===== src/rtl/ttb_pkg.sv =====
package ttb_pkg;
  localparam int WORD_W  = 32;
  localparam int COUNT_W = 2 * WORD_W;
  localparam int STEP_W  = 4;
  localparam int ALT_W   = 12;
  localparam int TRIM_W  = 24;
  localparam int CCFG_W  = 18;

  localparam int OFF_CFG      = 'h00;
  localparam int OFF_STAT     = 'h04;
  localparam int OFF_TRIM     = 'h08;
  localparam int OFF_PERIOD   = 'h0C;
  localparam int OFF_CNT_LO   = 'h10;
  localparam int OFF_CNT_HI   = 'h14;
  localparam int OFF_CMP_CFG  = 'h70;
  localparam int OFF_CMP_STAT = 'h74;
  localparam int OFF_CMP_BASE = 'h78;
  localparam int CMP_STRIDE   = 8;

  typedef struct packed {
    logic loadLo;
    logic loadHi;
    logic loadTrim;
    logic loadPeriod;
    logic clrOvf;
  } ttb_strobe_t;
endpackage


===== src/rtl/ttb_ctrl.sv =====
module ttb_ctrl
  import ttb_pkg::*;
#(
  parameter int ADDR_W  = 9,
  parameter int NUM_CMP = 2
) (
  input  logic                              clk,
  input  logic                              rstN,
  input  logic                              regWe,
  input  logic                              regRe,
  input  logic [ADDR_W-1:0]                 regAddr,
  input  logic [WORD_W-1:0]                 regWdata,
  output logic [WORD_W-1:0]                 regRdata,
  input  logic [COUNT_W-1:0]                count,
  input  logic [TRIM_W-1:0]                 trimLeft,
  input  logic                              ovf,
  input  logic [NUM_CMP-1:0]                cmpStatus,
  output ttb_strobe_t                       strobe,
  output logic                              cntEn,
  output logic [STEP_W-1:0]                 stepNorm,
  output logic [ALT_W-1:0]                  stepAlt,
  output logic [WORD_W-1:0]                 trimPeriod,
  output logic                              wrapOnCmp0,
  output logic [NUM_CMP-1:0]                cmpEn,
  output logic [NUM_CMP-1:0][COUNT_W-1:0]   cmpVal,
  output logic [NUM_CMP-1:0]                cmpClr
);
  logic [CCFG_W-1:0] cmpCfgQ;
  logic [WORD_W-1:0] hiLatch;
  logic [WORD_W-1:0] rdNext;

  function automatic logic hitAddr(input logic [ADDR_W-1:0] a, input int off);
    return a == ADDR_W'(off);
  endfunction

  always_comb begin
    strobe.loadLo     = regWe && hitAddr(regAddr, OFF_CNT_LO);
    strobe.loadHi     = regWe && hitAddr(regAddr, OFF_CNT_HI);
    strobe.loadTrim   = regWe && hitAddr(regAddr, OFF_TRIM);
    strobe.loadPeriod = regWe && hitAddr(regAddr, OFF_PERIOD);
    strobe.clrOvf     = regWe && hitAddr(regAddr, OFF_STAT) && regWdata[0];
    cmpClr = (regWe && hitAddr(regAddr, OFF_CMP_STAT)) ? regWdata[NUM_CMP-1:0] : '0;
  end

  always_ff @(posedge clk) begin
    if (!rstN) begin
      cntEn      <= 1'b0;
      stepNorm   <= '0;
      stepAlt    <= '0;
      trimPeriod <= '0;
      cmpCfgQ    <= '0;
    end else if (regWe) begin
      if (hitAddr(regAddr, OFF_CFG)) begin
        cntEn    <= regWdata[0];
        stepNorm <= regWdata[4 +: STEP_W];
        stepAlt  <= regWdata[8 +: ALT_W];
      end
      if (hitAddr(regAddr, OFF_PERIOD)) trimPeriod <= regWdata;
      if (hitAddr(regAddr, OFF_CMP_CFG)) cmpCfgQ <= regWdata[CCFG_W-1:0];
    end
  end

  assign wrapOnCmp0 = cmpCfgQ[0];
  assign cmpEn      = cmpCfgQ[NUM_CMP:1];

  for (genvar ch = 0; ch < NUM_CMP; ch++) begin : g_cmpReg
    localparam int LO_OFF = OFF_CMP_BASE + CMP_STRIDE * ch;
    logic [COUNT_W-1:0] val;
    always_ff @(posedge clk) begin
      if (!rstN) val <= '0;
      else if (regWe && hitAddr(regAddr, LO_OFF)) val[WORD_W-1:0] <= regWdata;
      else if (regWe && hitAddr(regAddr, LO_OFF + 4)) val[COUNT_W-1:WORD_W] <= regWdata;
    end
    assign cmpVal[ch] = val;
  end

  always_comb begin
    rdNext = '0;
    if (hitAddr(regAddr, OFF_CFG))
      rdNext = WORD_W'({stepAlt, stepNorm, 3'b000, cntEn});
    if (hitAddr(regAddr, OFF_STAT))     rdNext = WORD_W'(ovf);
    if (hitAddr(regAddr, OFF_TRIM))     rdNext = WORD_W'(trimLeft);
    if (hitAddr(regAddr, OFF_PERIOD))   rdNext = trimPeriod;
    if (hitAddr(regAddr, OFF_CNT_LO))   rdNext = count[WORD_W-1:0];
    if (hitAddr(regAddr, OFF_CNT_HI))   rdNext = hiLatch;
    if (hitAddr(regAddr, OFF_CMP_CFG))  rdNext = WORD_W'(cmpCfgQ);
    if (hitAddr(regAddr, OFF_CMP_STAT)) rdNext = WORD_W'(cmpStatus);
    for (int ch = 0; ch < NUM_CMP; ch++) begin
      if (hitAddr(regAddr, OFF_CMP_BASE + CMP_STRIDE * ch))
        rdNext = cmpVal[ch][WORD_W-1:0];
      if (hitAddr(regAddr, OFF_CMP_BASE + CMP_STRIDE * ch + 4))
        rdNext = cmpVal[ch][COUNT_W-1:WORD_W];
    end
  end

  always_ff @(posedge clk) begin
    if (!rstN) begin
      regRdata <= '0;
      hiLatch  <= '0;
    end else if (regRe) begin
      regRdata <= rdNext;
      if (hitAddr(regAddr, OFF_CNT_LO)) hiLatch <= count[COUNT_W-1:WORD_W];
    end
  end
endmodule


===== src/rtl/ttb_datapath.sv =====
module ttb_datapath
  import ttb_pkg::*;
#(
  parameter int NUM_CMP = 2
) (
  input  logic                            clk,
  input  logic                            rstN,
  input  ttb_strobe_t                     strobe,
  input  logic [WORD_W-1:0]               wdata,
  input  logic                            cntEn,
  input  logic [STEP_W-1:0]               stepNorm,
  input  logic [ALT_W-1:0]                stepAlt,
  input  logic [WORD_W-1:0]               trimPeriod,
  input  logic                            wrapOnCmp0,
  input  logic [NUM_CMP-1:0]              cmpEn,
  input  logic [NUM_CMP-1:0][COUNT_W-1:0] cmpVal,
  input  logic [NUM_CMP-1:0]              cmpClr,
  output logic [COUNT_W-1:0]              count,
  output logic [TRIM_W-1:0]               trimLeft,
  output logic                            ovf,
  output logic [NUM_CMP-1:0]              cmpStatus
);
  logic [WORD_W-1:0]  periodTick;
  logic               periodDue;
  logic               useAlt;
  logic [COUNT_W-1:0] step;
  logic [COUNT_W:0]   sum;
  logic [NUM_CMP-1:0] hit;
  logic [NUM_CMP-1:0] hitPrev;
  logic               wrap;
  logic               anyLoad;

  assign periodDue = (trimPeriod != '0) && (periodTick == trimPeriod - 1'b1);
  assign useAlt    = (trimLeft != '0) || periodDue;
  assign step      = useAlt ? COUNT_W'(stepAlt) : COUNT_W'(stepNorm);
  assign sum       = {1'b0, count} + {1'b0, step};
  assign anyLoad   = strobe.loadLo || strobe.loadHi;

  for (genvar ch = 0; ch < NUM_CMP; ch++) begin : g_cmp
    assign hit[ch] = cmpEn[ch] && (count >= cmpVal[ch]);
  end
  assign wrap = wrapOnCmp0 && hit[0];

  always_ff @(posedge clk) begin
    if (!rstN) begin
      count <= '0;
    end else if (strobe.loadLo) begin
      count[WORD_W-1:0] <= wdata;
    end else if (strobe.loadHi) begin
      count[COUNT_W-1:WORD_W] <= wdata;
    end else if (cntEn) begin
      count <= wrap ? '0 : sum[COUNT_W-1:0];
    end
  end

  always_ff @(posedge clk) begin
    if (!rstN) trimLeft <= '0;
    else if (strobe.loadTrim) trimLeft <= wdata[TRIM_W-1:0];
    else if (cntEn && trimLeft != '0) trimLeft <= trimLeft - 1'b1;
  end

  always_ff @(posedge clk) begin
    if (!rstN) periodTick <= '0;
    else if (strobe.loadPeriod) periodTick <= '0;
    else if (cntEn && trimPeriod != '0) periodTick <= periodDue ? '0 : periodTick + 1'b1;
  end

  always_ff @(posedge clk) begin
    if (!rstN) ovf <= 1'b0;
    else if (cntEn && !anyLoad && !wrap && sum[COUNT_W]) ovf <= 1'b1;
    else if (strobe.clrOvf) ovf <= 1'b0;
  end

  always_ff @(posedge clk) begin
    if (!rstN) begin
      hitPrev   <= '0;
      cmpStatus <= '0;
    end else begin
      hitPrev   <= hit;
      cmpStatus <= (cmpStatus & ~cmpClr) | (hit & ~hitPrev);
    end
  end
endmodule


===== src/rtl/trim_time_base.sv =====
module trim_time_base
  import ttb_pkg::*;
#(
  parameter int ADDR_W  = 9,
  parameter int NUM_CMP = 2
) (
  input  logic              clk,
  input  logic              rstN,
  input  logic              regWe,
  input  logic              regRe,
  input  logic [ADDR_W-1:0] regAddr,
  input  logic [31:0]       regWdata,
  output logic [31:0]       regRdata
);
  ttb_strobe_t                     strobe;
  logic                            cntEn;
  logic [STEP_W-1:0]               stepNorm;
  logic [ALT_W-1:0]                stepAlt;
  logic [WORD_W-1:0]               trimPeriod;
  logic                            wrapOnCmp0;
  logic [NUM_CMP-1:0]              cmpEn;
  logic [NUM_CMP-1:0][COUNT_W-1:0] cmpVal;
  logic [NUM_CMP-1:0]              cmpClr;
  logic [COUNT_W-1:0]              count;
  logic [TRIM_W-1:0]               trimLeft;
  logic                            ovf;
  logic [NUM_CMP-1:0]              cmpStatus;

  ttb_ctrl #(.ADDR_W(ADDR_W), .NUM_CMP(NUM_CMP)) u_ctrl (
    .clk(clk), .rstN(rstN), .regWe(regWe), .regRe(regRe), .regAddr(regAddr),
    .regWdata(regWdata), .regRdata(regRdata), .count(count), .trimLeft(trimLeft),
    .ovf(ovf), .cmpStatus(cmpStatus), .strobe(strobe), .cntEn(cntEn),
    .stepNorm(stepNorm), .stepAlt(stepAlt), .trimPeriod(trimPeriod),
    .wrapOnCmp0(wrapOnCmp0), .cmpEn(cmpEn), .cmpVal(cmpVal), .cmpClr(cmpClr)
  );

  ttb_datapath #(.NUM_CMP(NUM_CMP)) u_dp (
    .clk(clk), .rstN(rstN), .strobe(strobe), .wdata(regWdata), .cntEn(cntEn),
    .stepNorm(stepNorm), .stepAlt(stepAlt), .trimPeriod(trimPeriod),
    .wrapOnCmp0(wrapOnCmp0), .cmpEn(cmpEn), .cmpVal(cmpVal), .cmpClr(cmpClr),
    .count(count), .trimLeft(trimLeft), .ovf(ovf), .cmpStatus(cmpStatus)
  );
endmodule


===== config.mk =====
export PLATFORM = sky130hd
export DESIGN_NAME = trim_time_base
export DESIGN_NICKNAME = d
export VERILOG_FILES = /design/src/rtl/ttb_pkg.sv /design/src/rtl/ttb_ctrl.sv /design/src/rtl/ttb_datapath.sv /design/src/rtl/trim_time_base.sv
export SDC_FILE = /design/constraint.sdc
export NUM_CORES = 1
export LEC_CHECK = 0
export CAP_MARGIN = 20
export CORE_MARGIN = 2
export CORE_UTILIZATION = 36
export CTS_CLUSTER_DIAMETER = 100
export DETAILED_ROUTE_END_ITERATION = 6
export PLACE_DENSITY = 0.59
export SLEW_MARGIN = 20
export SYNTH_ARGS = -nofsm -noshare
export SYNTH_HDL_FRONTEND = slang
export SYNTH_HIERARCHICAL = 1
export SYNTH_SLANG_ARGS = --single-unit

===== constraint.sdc =====
create_clock -name clk -period 5.9 [get_ports clk]
set_clock_uncertainty 0.15 [all_clocks]
set_input_delay 0.885 -clock clk [delete_from_list [all_inputs] [get_ports clk]]
set_output_delay 0.885 -clock clk [all_outputs]
set_load 0.01 [all_outputs]

==> run summary <==
Die Y: 268.5 um
Layout area overhead: 13.43%
XOR/XNOR Fraction of Synth Area: 4.018%
Seq/Total Area, Yosys: 30.52%
failing checks: DRC
FF-to-FF Start: u_ctrl/trimPeriod[1]
critical path endpoint category: register
fmax: 176.7 MHz
Post-synth EDFFs: 0
CP required: 6.30 ns
largest net degree at the start of global routing: 84
via count: 25174
drt pass-1 iters: 7
total power: 6.148 mW
utilization after layout: 41.44%
Hold-fix buffers, CTS: 0
Max FO, Critical Path: 9
I/O pin count: 77
crit-path max cell delay: 0.66 ns
Synth Area in Compound Gates: 25.43%
crit share post-route: 95.91%
Worst path slowest cell: or4b_2
Port Buffers: 76
Pwr Density: 215.2 nW/um^2
worst hold path type: register to register
Clk pwr share: 50.2%
Cells after Synth: 3174
Worst-path clk slew: 0.07 ns
clock sinks: 384
Synth cell types: 102
TritonCTS clock tree: built
crit path buf inv count: 3
area taken by multi-input logic gates: 15940 sq um
Synth Net Count: 3366
Starting Density: 36.53%
routability cong.: 0.9790
Slew Viols, Final: 0
DP Worst Slack: 0.1506 ns
total negative setup slack: 0 ns
Post-synth top flop: dfxtp_1
worst skew pair latency: 0.62 ns
drt total wl: 107200 um
Cells after DPL: 4064
critical path launch point: u_ctrl/trimPeriod[1]
worst hold margin: 0.2497 ns
fin cells: 4149
GR Util All Layers: 28.92%
# setup viols final: 0
grt total ovfl: 0
post-synthesis mux area share: 3.030%
FILL cells: 7064
clk buf depth: 3
Worst R2R Path Depth: 22
asr flop ratio synth: 0%
adder-cell area share of the yosys netlist: 7.332%
chip width: 268.5 um
Register Area: 7687 sq um
CORE AREA: 68950 sq um
diode count: 0
Setup CP Type: register to register
Slew HR: 21.32%
number of vias per cell: 6.067
Tmin final: 5.658 ns
internal power: 4.579 mW
DRC Markers: 9
Final nets: 3375
Comb pwr share: 7.2%
Die Area: 72100 sq um
Antenna Nets Post-Route: 0
Final Hold Fails: 0
ratio of cells with drive above 1 in the final layout: 9.074%
H-tree levels: 2
Yosys warning count: 6
Synth Area in Simple Gates: 23.10%
FF-to-FF End: u_dp/count[56]
Avg WL per Cell: 25.83 um
Final WS setup: 0.2416 ns
P_leak: 10.20 nW
worst vdd rail ir drop: 191.6 uV
number of synthesized register bits: 384
Initial DRC Count: 3395
synthesized area per cell: 7.936 sq um
Sw Share: 25.52%
switching pwr: 1.569 mW
placed cell areas: 26900 sq um
# rows: 96
outcome: finished with violations
Reg2Reg Setup Slack: 0.24 ns
Crit path arrival time: 6.05 ns
Mapped Area: 25190 sq um
largest family of logic cells by synthesized area: compound AO/OA/AOI/OAI gates
register share of total power: 42.6%
Worst Tran Pin Value: 1.177 ns
Max-Cap Viols: 0
vias in the first global route: 22996
Stages on worst setup path: 22
crit path launch type: register
first-pass GRT wire length: 155900 um
crit path capture: u_dp/count[56]
RSZ-0062 raised after global routing: false
critical path's top delay family: simple AND/OR/NAND/NOR gates
initial antenna violation count: 3
clock root buffer: clkbuf_16
number of CTS-inserted buffers: 46
cells along the critical path: inv_1 -> ha_1 -> or4b_2 -> or2_2 -> nor4_2 -> xnor2_1 -> o2111a_1 -> nand4_4 -> or4_1 -> nand3_1 -> ha_1 -> fa_2 -> a41oi_1 -> o211ai_1 -> a31oi_2 -> o21ai_1 -> buf_4 -> nor4b_2 -> buf_4 -> nand3_1 -> or4_1 -> a31oi_1
hpwl dp: 76740 um
post-route cell area: 28570 sq um
[registers in the layout, summed over array words and instances (netlist names), 2 cells and up]
signal               flops
u_ctrl/hiLatch          32
u_ctrl/regRdata         32
u_ctrl/g_cmpReg.val    128
u_ctrl/cmpCfgQ          18
u_dp/periodTick         32
u_dp/trimLeft           24
u_dp/hitPrev             2
u_dp/cmpStatus           2
u_dp/count              64
u_ctrl/stepNorm          4
u_ctrl/trimPeriod       32
u_ctrl/stepAlt          12
[kinds of logic (layout without fill, tap and decap cells)]
| group | Yosys count | count (layout) |
|---|---|---|
| fa+ha+maj | 147 | 147 |
| buf+inv | 389 | 432 |
| xor+xnor | 114 | 114 |
| compound gates | 889 | 890 |
| flops | 384 | 384 |
| simple gates | 1178 | 1178 |
| mux | 73 | 73 |
[power groups by stage]
| stage | sequential, mW | combinational (mW) | clock, mW |
|---|---|---|---|
| 2_1_floorplan | 2.67 | 0.208 | 0 |
| 3_3_place_gp | 2.67 | 0.426 | 0 |
| 3_5_place_dp | 2.67 | 0.425 | 0 |
| 4_1_cts | 2.62 | 0.426 | 3.11 |
| 5_1_grt | 2.62 | 0.454 | 3.21 |
| 6_report | 2.62 | 0.440 | 3.09 |
[what timing repair did]
item	4_1_cts	5_1_grt
gates resized for setup	0	7
setup buffers	0	1
endpoints found under the setup margin	0	10
[Yosys cell counts, drive strengths merged, types with 19 or more instances]
cell type	instances	area, sq um
nand2	563	2113
dfxtp	384	7687
a21boi	200	1588
inv	172	645.6
ha	146	1827
clkbuf	140	525.5
a21oi	132	660.6
nor2	127	484.2
o21ai	109	545.5
nand3	101	510.5
buf	76	480.5
xnor2	65	569.3
nand4	63	409.1
a211oi	57	432.9
nor3	57	349.1
o21a	49	367.9
xor2	48	420.4
mux2i	47	470.5
nor4	47	357.9
nor2b	42	262.8
and3	41	256.5
a22oi	38	285.3
a21o	35	262.8
o211ai	29	217.7
o22ai	28	175.2
or4	28	225.2
mux2	26	292.8
a221oi	22	192.7
a31oi	21	131.4
a22o	20	175.2
and2	20	125.1
and4	19	166.4
o2bb2ai	19	166.4
[how the worst min path moves through the flow]
stage	slack (ns)	cells past startpoint	endpoint	start
after CTS	0.25	1	u_dp/cmpStatus[1]	u_dp/hitPrev[1]
final	0.25	1	u_dp/cmpStatus[1]	u_dp/hitPrev[1]
after global routing	0.28	1	u_dp/cmpStatus[1]	u_dp/hitPrev[1]
after global placement	0.25	1	u_dp/cmpStatus[1]	u_dp/hitPrev[1]
after floorplan	0.24	1	u_dp/cmpStatus[1]	u_dp/hitPrev[1]
after detailed placement	0.25	1	u_dp/cmpStatus[1]	u_dp/hitPrev[1]
[cell usage in the layout, fill, tap and decap left out, types with 65 or more instances in the layout]
cell type	instances
buf_4	100
clkdlybuf4s50_1	72
a21boi_0	111
nor2_1	124
ha_1	146
a21oi_1	130
o21ai_0	105
dfxtp_1	384
nand3_1	99
nand2_1	563
xnor2_1	65
a21boi_1	66
inv_1	171
[layout make-up]
| cell class | count | area share [%] |
|---|---|---|
| clock inverter | 17 | 0.8495 |
| multi-input combinational | 2402 | 55.78 |
| clock buffer | 66 | 4.817 |
| tap | 931 | 4.077 |
| timing repair buffer | 176 | 5.303 |
| sequential | 384 | 26.90 |
| inverter | 173 | 2.273 |
[worst register-to-register path, cell delays in order (launching register included)]
cell and delay (ns):
dfxtp_1 0.35, inv_1 0.09, ha_1 0.17, or4b_2 0.66
or2_2 0.38, nor4_2 0.28, xnor2_1 0.16, o2111a_1 0.23
nand4_4 0.17, or4_1 0.52, nand3_1 0.11, ha_1 0.19
fa_2 0.24, a41oi_1 0.14, o211ai_1 0.21, a31oi_2 0.16
o21ai_1 0.15, buf_4 0.19, nor4b_2 0.23, buf_4 0.17
nand3_1 0.08, or4_1 0.41, a31oi_1 0.17
[routing by layer]
layer,routed length (um),share of wire (%),track usage [%],up-vias
met1,45980,43,40.59,11961
met3,10250,9.6,4.311,264
met4,5501,5.1,13.32,2
met5,8,0.0075,0,-
li1,-,-,-,11481
met2,45410,42,43.52,1466
Power figures use the tool's default switching activity.
